`config.mk`:
```
export PLATFORM = sky130hd
export DESIGN_NAME = bulk_cmd_decoder
export DESIGN_NICKNAME = d
export VERILOG_FILES = /design/src/rtl/bcd_pkg.sv /design/src/rtl/bcd_parser.sv /design/src/rtl/bcd_bank.sv /design/src/rtl/bcd_fields.sv /design/src/rtl/bulk_cmd_decoder.sv
export SDC_FILE = /design/constraint.sdc
export NUM_CORES = 2
export LEC_CHECK = 0
export ABC_AREA = 1
export ABC_CLOCK_PERIOD_IN_PS = 3200
export CAP_MARGIN = 20
export CORE_MARGIN = 4
export CORE_UTILIZATION = 55
export CTS_BUF_LIST = sky130_fd_sc_hd__clkbuf_2 sky130_fd_sc_hd__clkbuf_4 sky130_fd_sc_hd__clkbuf_8
export DETAILED_ROUTE_END_ITERATION = 7
export DONT_BUFFER_PORTS = 1
export GPL_TIMING_DRIVEN = 0
export PLACE_DENSITY = 0.69
export SLEW_MARGIN = 20
export SYNTH_ARGS = -nofsm -noshare
export SYNTH_HDL_FRONTEND = slang
export SYNTH_SLANG_ARGS = --single-unit
```
`constraint.sdc`:
```
create_clock -name clk_i -period 3.2 [get_ports clk_i]
set_input_delay 0 -clock clk_i [delete_from_list [all_inputs] [get_ports clk_i]]
set_output_delay 0 -clock clk_i [all_outputs]
set_load 0.01 [all_outputs]
```
`src/rtl/bcd_pkg.sv`:
```
package bcd_pkg;
  localparam logic [7:0] PREFIX = 8'hAF;
  localparam int COPY_ARGS = 7;
  localparam int CNT_W = $clog2(COPY_ARGS);

  typedef enum logic [2:0] {
    ST_IDLE,
    ST_CODE,
    ST_IDX,
    ST_VAL,
    ST_COPY
  } pst_e;
endpackage

```
`src/rtl/bcd_parser.sv`:
```
module bcd_parser
  import bcd_pkg::*;
#(
  parameter logic [7:0] CMD_WR   = 8'h20,
  parameter logic [7:0] CMD_COPY = 8'h6A
) (
  input  logic       clk_i,
  input  logic       rst_ni,
  input  logic [7:0] byte_i,
  input  logic       fire_i,
  output logic       wr_o,
  output logic [7:0] wr_idx_o,
  output logic [7:0] wr_val_o,
  output logic       err_o
);
  pst_e             st_q;
  logic [7:0]       idx_q;
  logic [CNT_W-1:0] cnt_q;
  logic             err_q;

  always_ff @(posedge clk_i or negedge rst_ni) begin
    if (!rst_ni) begin
      st_q  <= ST_IDLE;
      idx_q <= '0;
      cnt_q <= '0;
      err_q <= 1'b0;
    end else if (fire_i) begin
      unique case (st_q)
        ST_IDLE: begin
          if (byte_i == PREFIX) st_q <= ST_CODE;
          else                  err_q <= 1'b1;  // drop, keep hunting
        end
        ST_CODE: begin
          if (byte_i == CMD_WR) st_q <= ST_IDX;
          else if (byte_i == CMD_COPY) begin
            st_q  <= ST_COPY;
            cnt_q <= '0;
          end else if (byte_i == PREFIX) st_q <= ST_CODE;  // padding prefix
          else begin
            err_q <= 1'b1;
            st_q  <= ST_IDLE;
          end
        end
        ST_IDX: begin
          idx_q <= byte_i;
          st_q  <= ST_VAL;
        end
        ST_VAL:  st_q <= ST_IDLE;
        ST_COPY: begin
          if (cnt_q == CNT_W'(COPY_ARGS - 1)) st_q <= ST_IDLE;
          else cnt_q <= cnt_q + 1'b1;
        end
        default: st_q <= ST_IDLE;
      endcase
    end
  end

  assign wr_o     = fire_i && (st_q == ST_VAL);
  assign wr_idx_o = idx_q;
  assign wr_val_o = byte_i;
  assign err_o    = err_q;

  assert_err_sticky_R10: assert property (@(posedge clk_i) disable iff (!rst_ni)
    err_q |=> err_q);
  assert_junk_flags_R10: assert property (@(posedge clk_i) disable iff (!rst_ni)
    (fire_i && st_q == ST_IDLE && byte_i != PREFIX) |=> err_q);
  assert_pad_quiet_R9: assert property (@(posedge clk_i) disable iff (!rst_ni)
    (fire_i && st_q == ST_CODE && byte_i == PREFIX) |=> (st_q == ST_CODE && $stable(err_q)));
  assert_badcode_R11: assert property (@(posedge clk_i) disable iff (!rst_ni)
    (fire_i && st_q == ST_CODE && byte_i != PREFIX && byte_i != CMD_WR && byte_i != CMD_COPY)
      |=> (err_q && st_q == ST_IDLE));
endmodule

```
`src/rtl/bcd_bank.sv`:
```
module bcd_bank #(
  parameter int         NREG       = 64,
  parameter logic [7:0] CTL_IDX    = 8'hFF,
  parameter logic [7:0] LOCK_VAL   = 8'h00,
  parameter logic [7:0] UNLOCK_VAL = 8'hFF,
  parameter int         BLANK_IDX  = 31,
  parameter logic [7:0] BLANK_RST  = 8'h01
) (
  input  logic                 clk_i,
  input  logic                 rst_ni,
  input  logic                 wr_i,
  input  logic [7:0]           idx_i,
  input  logic [7:0]           val_i,
  output logic [NREG-1:0][7:0] act_o,
  output logic                 lock_o
);
  localparam int AW = $clog2(NREG);
  localparam logic [8:0] NREG9 = NREG[8:0];

  function automatic logic [NREG-1:0][7:0] rst_img();
    logic [NREG-1:0][7:0] img;
    for (int k = 0; k < NREG; k++) img[k] = (k == BLANK_IDX) ? BLANK_RST : 8'h00;
    return img;
  endfunction

  logic [NREG-1:0][7:0] act_q, sh_q;
  logic                 lock_q;
  logic                 wr_bank, wr_ctl, do_lock, do_unlock;
  logic [AW-1:0]        slot;

  assign slot      = idx_i[AW-1:0];
  assign wr_bank   = wr_i && ({1'b0, idx_i} < NREG9);
  assign wr_ctl    = wr_i && (idx_i == CTL_IDX);
  assign do_lock   = wr_ctl && (val_i == LOCK_VAL);
  assign do_unlock = wr_ctl && (val_i == UNLOCK_VAL);

  always_ff @(posedge clk_i or negedge rst_ni) begin
    if (!rst_ni) begin
      act_q  <= rst_img();
      sh_q   <= rst_img();
      lock_q <= 1'b0;
    end else begin
      if (wr_bank) begin
        sh_q[slot] <= val_i;
        if (!lock_q) act_q[slot] <= val_i;
      end
      if (do_lock) lock_q <= 1'b1;
      if (do_unlock) begin
        lock_q <= 1'b0;
        act_q  <= sh_q;  // whole staged image in one edge
      end
    end
  end

  assign act_o  = act_q;
  assign lock_o = lock_q;

  assert_open_write_R2: assert property (@(posedge clk_i) disable iff (!rst_ni)
    (wr_bank && !lock_q) |=> act_q[$past(slot)] == $past(val_i));
  assert_locked_hold_R3: assert property (@(posedge clk_i) disable iff (!rst_ni)
    (lock_q && !do_unlock) |=> $stable(act_q));
  assert_commit_R4: assert property (@(posedge clk_i) disable iff (!rst_ni)
    do_unlock |=> (act_q == $past(sh_q) && !lock_q));
  assert_lock_sets_R3: assert property (@(posedge clk_i) disable iff (!rst_ni)
    (do_lock && !do_unlock) |=> lock_q);
endmodule

```
`src/rtl/bcd_fields.sv`:
```
module bcd_fields #(
  parameter int NREG      = 64,
  parameter int HPIX_IDX  = 15,
  parameter int PCLK_IDX  = 27,
  parameter int B16_IDX   = 32,
  parameter int B8_IDX    = 38,
  parameter int BLANK_IDX = 31
) (
  input  logic [NREG-1:0][7:0] act_i,
  output logic [15:0]          h_pixels_o,
  output logic [15:0]          pix_clk_o,
  output logic [23:0]          base16_o,
  output logic [23:0]          base8_o,
  output logic [7:0]           blank_mode_o
);
  assign h_pixels_o   = {act_i[HPIX_IDX], act_i[HPIX_IDX+1]};
  assign pix_clk_o    = {act_i[PCLK_IDX+1], act_i[PCLK_IDX]};  // low byte first
  assign base16_o     = {act_i[B16_IDX], act_i[B16_IDX+1], act_i[B16_IDX+2]};
  assign base8_o      = {act_i[B8_IDX], act_i[B8_IDX+1], act_i[B8_IDX+2]};
  assign blank_mode_o = act_i[BLANK_IDX];
endmodule

```
`src/rtl/bulk_cmd_decoder.sv`:
```
module bulk_cmd_decoder #(
  parameter int         NREG       = 64,
  parameter logic [7:0] CMD_WR     = 8'h20,
  parameter logic [7:0] CMD_COPY   = 8'h6A,
  parameter logic [7:0] CTL_IDX    = 8'hFF,
  parameter logic [7:0] LOCK_VAL   = 8'h00,
  parameter logic [7:0] UNLOCK_VAL = 8'hFF,
  parameter int         BLANK_IDX  = 31,
  parameter logic [7:0] BLANK_RST  = 8'h01,
  parameter int         HPIX_IDX   = 15,
  parameter int         PCLK_IDX   = 27,
  parameter int         B16_IDX    = 32,
  parameter int         B8_IDX     = 38
) (
  input  logic              clk_i,
  input  logic              rst_ni,
  input  logic [7:0]        byte_i,
  input  logic              valid_i,
  output logic              ready_o,
  output logic [NREG*8-1:0] regs_o,
  output logic [15:0]       h_pixels_o,
  output logic [15:0]       pix_clk_o,
  output logic [23:0]       base16_o,
  output logic [23:0]       base8_o,
  output logic [7:0]        blank_mode_o,
  output logic              locked_o,
  output logic              err_o
);
  logic                 wr;
  logic [7:0]           wr_idx, wr_val;
  logic [NREG-1:0][7:0] act;

  assign ready_o = 1'b1;

  bcd_parser #(.CMD_WR(CMD_WR), .CMD_COPY(CMD_COPY)) u_parser (
    .clk_i    (clk_i),
    .rst_ni   (rst_ni),
    .byte_i   (byte_i),
    .fire_i   (valid_i),
    .wr_o     (wr),
    .wr_idx_o (wr_idx),
    .wr_val_o (wr_val),
    .err_o    (err_o)
  );

  bcd_bank #(
    .NREG(NREG), .CTL_IDX(CTL_IDX), .LOCK_VAL(LOCK_VAL), .UNLOCK_VAL(UNLOCK_VAL),
    .BLANK_IDX(BLANK_IDX), .BLANK_RST(BLANK_RST)
  ) u_bank (
    .clk_i  (clk_i),
    .rst_ni (rst_ni),
    .wr_i   (wr),
    .idx_i  (wr_idx),
    .val_i  (wr_val),
    .act_o  (act),
    .lock_o (locked_o)
  );

  bcd_fields #(
    .NREG(NREG), .HPIX_IDX(HPIX_IDX), .PCLK_IDX(PCLK_IDX), .B16_IDX(B16_IDX),
    .B8_IDX(B8_IDX), .BLANK_IDX(BLANK_IDX)
  ) u_fields (
    .act_i        (act),
    .h_pixels_o   (h_pixels_o),
    .pix_clk_o    (pix_clk_o),
    .base16_o     (base16_o),
    .base8_o      (base8_o),
    .blank_mode_o (blank_mode_o)
  );

  assign regs_o = act;

  assert_idle_no_write_R13: assert property (@(posedge clk_i) disable iff (!rst_ni)
    (!valid_i && !locked_o) |=> $stable(regs_o));
endmodule

```
==> results.toml <==
[setup_path]
r2r_cells = 9
critPathArrivalTime_ps = 4020
cp_max_fo = 10
crit_chain = "dlygate4sd3_1 > nand4_1 > dlygate4sd3_1 > nor2_2 > clkbuf_1 > clkbuf_1 > nand3_1 > nand3_1 > nand2_1 > inv_1"
worstSetupEndpointType = "flip-flop"
slowest_delay_ps = 960
crit_type = "in -> reg"
cp_slowest_cell = "clkbuf_1"
worst_ep_required_time_ps = 4000
crit_path_start_kind = "input pin"

[cts]
cts_sinks = 1040
clkLatencyLatePin_ps = 870
cts-root-buf = "clkbuf_8"
clk_pin_slew_worst_paths_ps = 60
cts.htree.levels = 4
cts_tree = "done"
cts_made_buffers = 171
max-clock-path-buffers = 3

[global_routing]
overflow = 0
first_global_vias = 40280
grt_antenna_before_repair = 8
grt_usage_pct = 40.17
grt_pass1_wl_um = 266300
grt_start_max_net_pins = 1041

[sta]
setup_violations = 2
period_minus_slack_ps = 3222
setup_slack_ps = -22.30
final_max_slew_viol_count = 0
hold_violations = 0
rsz0062_at_grt = "no"
slew_headroom_pct = 13.53
fmax_mhz = 310.3
fin_crit_sh_pct = 100.7
skew_ps = 40.59
tightest_slew_ps = 1297

[power]
power.density_nw_per_um2 = 513.7
seqPwrFrac_pct = 48.8
finalPower_w = 0.02704
p_clk_share_pct = 47.1
swShare_pct = 24.09
p_comb_share_pct = 4.1
p_leak_nw = 25.75
p_int_w = 0.02053
power_switching_w = 0.006516
ir_drop_mv = 0.3802

[synth]
synthFlopType = "dfrtp_1"
ys_ff_latch = 1040
synth_edf_count = 0
synth_top_area_cell = "dfrtp_1"
syn_inst = 5786
yosys-top-cells-count = "nand2_1 (1949), nand3_1 (1093), dfrtp_1 (1038), inv_1 (527), o21ai_0 (467)"
yosysWarnings = 0
synth_top_area_share_pct = 55.23
synth_area_sq_um = 47030
yosysMostFrequentCell = "nand2_1"
ys_seq_area_share_pct = 55.34
yosysUniqueCellTypes = 34
synth.avg_cell_area_sq_um = 8.128
synthTopCellsByArea = "dfrtp_1 (55%), nand2_1 (16%), nand3_1 (12%), o21ai_0 (5.0%), inv_1 (4.2%)"
syn-num-nets = 5799
ys_async_sr_fraction_pct = 100.0

[floorplanning]
die-area_sq_um = 90250
ios = 614
core_sq_um = 84220
rows = 106
die_y_um = 300.4
die_w_um = 300.4
start_util_pct = 55.84

[hold_path]
holdPathStages = 5
worstHoldPathType = "in -> reg"

[detailed_routing]
vias_per_cell = 5.933
remaining_drc_errors = 0
wl_per_cell_um = 25.52
dr.pass1.iters = 8
wl_um = 185300
drt_iter0_markers = 5881
ant_nets = 0
vias = 43070

[placed_design]
pre_cts_ws_ps = -67.95
dpl-instance-area_sq_um = 48470
dp_hpwl_um = 122900
gp_congestion = 0.9402
io_buffer_count = 0

[finish]
stdcell_area_sq_um = 52650
drive_above_1_share_pct = 11.76
nets = 6002
syn2layout_area_growth_pct = 11.94

[flow_run]
maxCapViolCount = 0

[outcome]
outcome = "finished with violations"
violations = "setup timing"
cell usage in the layout, fill, tap and decap left out, drive strengths merged:
cell type    instances
xnor2                1
dlygate4sd3         21
nor2                76
ha                   2
dfstp                2
clkinv              19
dfrtp             1038
nor3                 6
inv                583
nand2             2001
clkbuf             498
nand3b               5
a21oi                6
diode                3
o21ai              525
conb                 1
clkinvlp             5
nand4                9
bufinv               3
or2                  3
nand3             1109
buf                209
metal layers:
| metal | wire, um | vias up | GRT usage, % |
|---|---|---|---|
| met5 | 59 | - | 0 |
| met4 | 12240 | 8 | 22.63 |
| met3 | 25830 | 645 | 15.60 |
| met2 | 80170 | 2935 | 59.68 |
| met1 | 66960 | 20750 | 50.51 |
| li1 | - | 18730 | - |
path summary, 6_finish.rpt:
path	slack (ps)	endpoint	startpoint
max	-20	u_bank.act_o[15]	byte_i[1]
min	100	u_parser.st_q[2]	byte_i[3]
max reg2reg	190	u_parser.st_q[0]	u_parser.st_q[2]
min reg2reg	470	u_bank.act_o[361]	u_bank.sh_q[361]
max in group asynchronous	430	u_bank.sh_q[400]	rst_ni
min in group asynchronous	430	u_bank.sh_q[103]	rst_ni
worst max-delay path, delay by kind of cell:
kind	cells	cell delay (ps)
buf+inv	5	3090
simple gates	5	910
sequential cells by signal, summed over array words and instances (netlist names):
register           flops
u_bank.lock_o          1
u_parser.st_q          3
u_bank.sh_q          512
u_parser.err_o         1
u_parser.cnt_q         3
u_bank.act_o         512
u_parser.wr_idx_o      8
what timing repair did:
item / 4_1_cts / 5_1_grt
hold endpoints to repair: 1328 / 172
hold buffers: 18 / 3
pin swaps: 1 / 0
setup endpoints to repair: 1 / 1
setup buffers: 3 / 0
resized for setup: 0 / 1
cell type report:
| cell class | count | area (sq um) |
|---|---|---|
| Fill cell | 7463 | 31570 |
| Sequential cell | 1040 | 26030 |
| Multi-Input combinational cell | 3744 | 16680 |
| Clock buffer | 280 | 3522 |
| Inverter | 584 | 2208 |
| Buffer | 418 | 2147 |
| Tap cell | 1134 | 1419 |
| Timing Repair Buffer | 30 | 410.4 |
| Clock inverter | 26 | 227.7 |
| Antenna cell | 3 | 7.507 |
cells by family (layout without fill, tap and decap cells):
family / Yosys count / count (layout) / share of synthesized area, %
AND/OR/NAND/NOR: 3209 / 3209 / 29.70
flip-flops: 1040 / 1040 / 55.34
buffers and inverters: 1002 / 1338 / 9.208
AO/OA/AOI/OAI: 531 / 531 / 5.675
adder cells (fa/ha/maj): 2 / 2 / 0.05320
other: 1 / 4 / 0.007974
XOR/XNOR: 1 / 1 / 0.01863
power by group through the flow:
stage,Combinational (W),Sequential (W),Clock [W]
global placement,0.000722,0.0134,0
detailed placement,0.000732,0.0134,0
global route,0.00115,0.0132,0.0134
CTS,0.000786,0.0132,0.0127
finish,0.00112,0.0132,0.0127
floorplan,0.000331,0.0134,0
per-stage QoR:
| stage | cells | utilization [%] | hold WS, ps | setup TNS [ps] |
|---|---|---|---|---|
| CTS | 7247 | 62.26 | -1171 | 0 |
| finish | 7259 | 62.51 | 97.32 | -36.69 |
| detailed placement | 6920 | 57.55 | -243.2 | -67.95 |
| floorplan | 5786 | - | -295.6 | 0 |
| global route | 7258 | 62.51 | 113.7 | 0 |
| global placement | 6920 | 57.53 | -246.6 | -57.86 |
No activity file was read; power rests on OpenSTA's default activity.
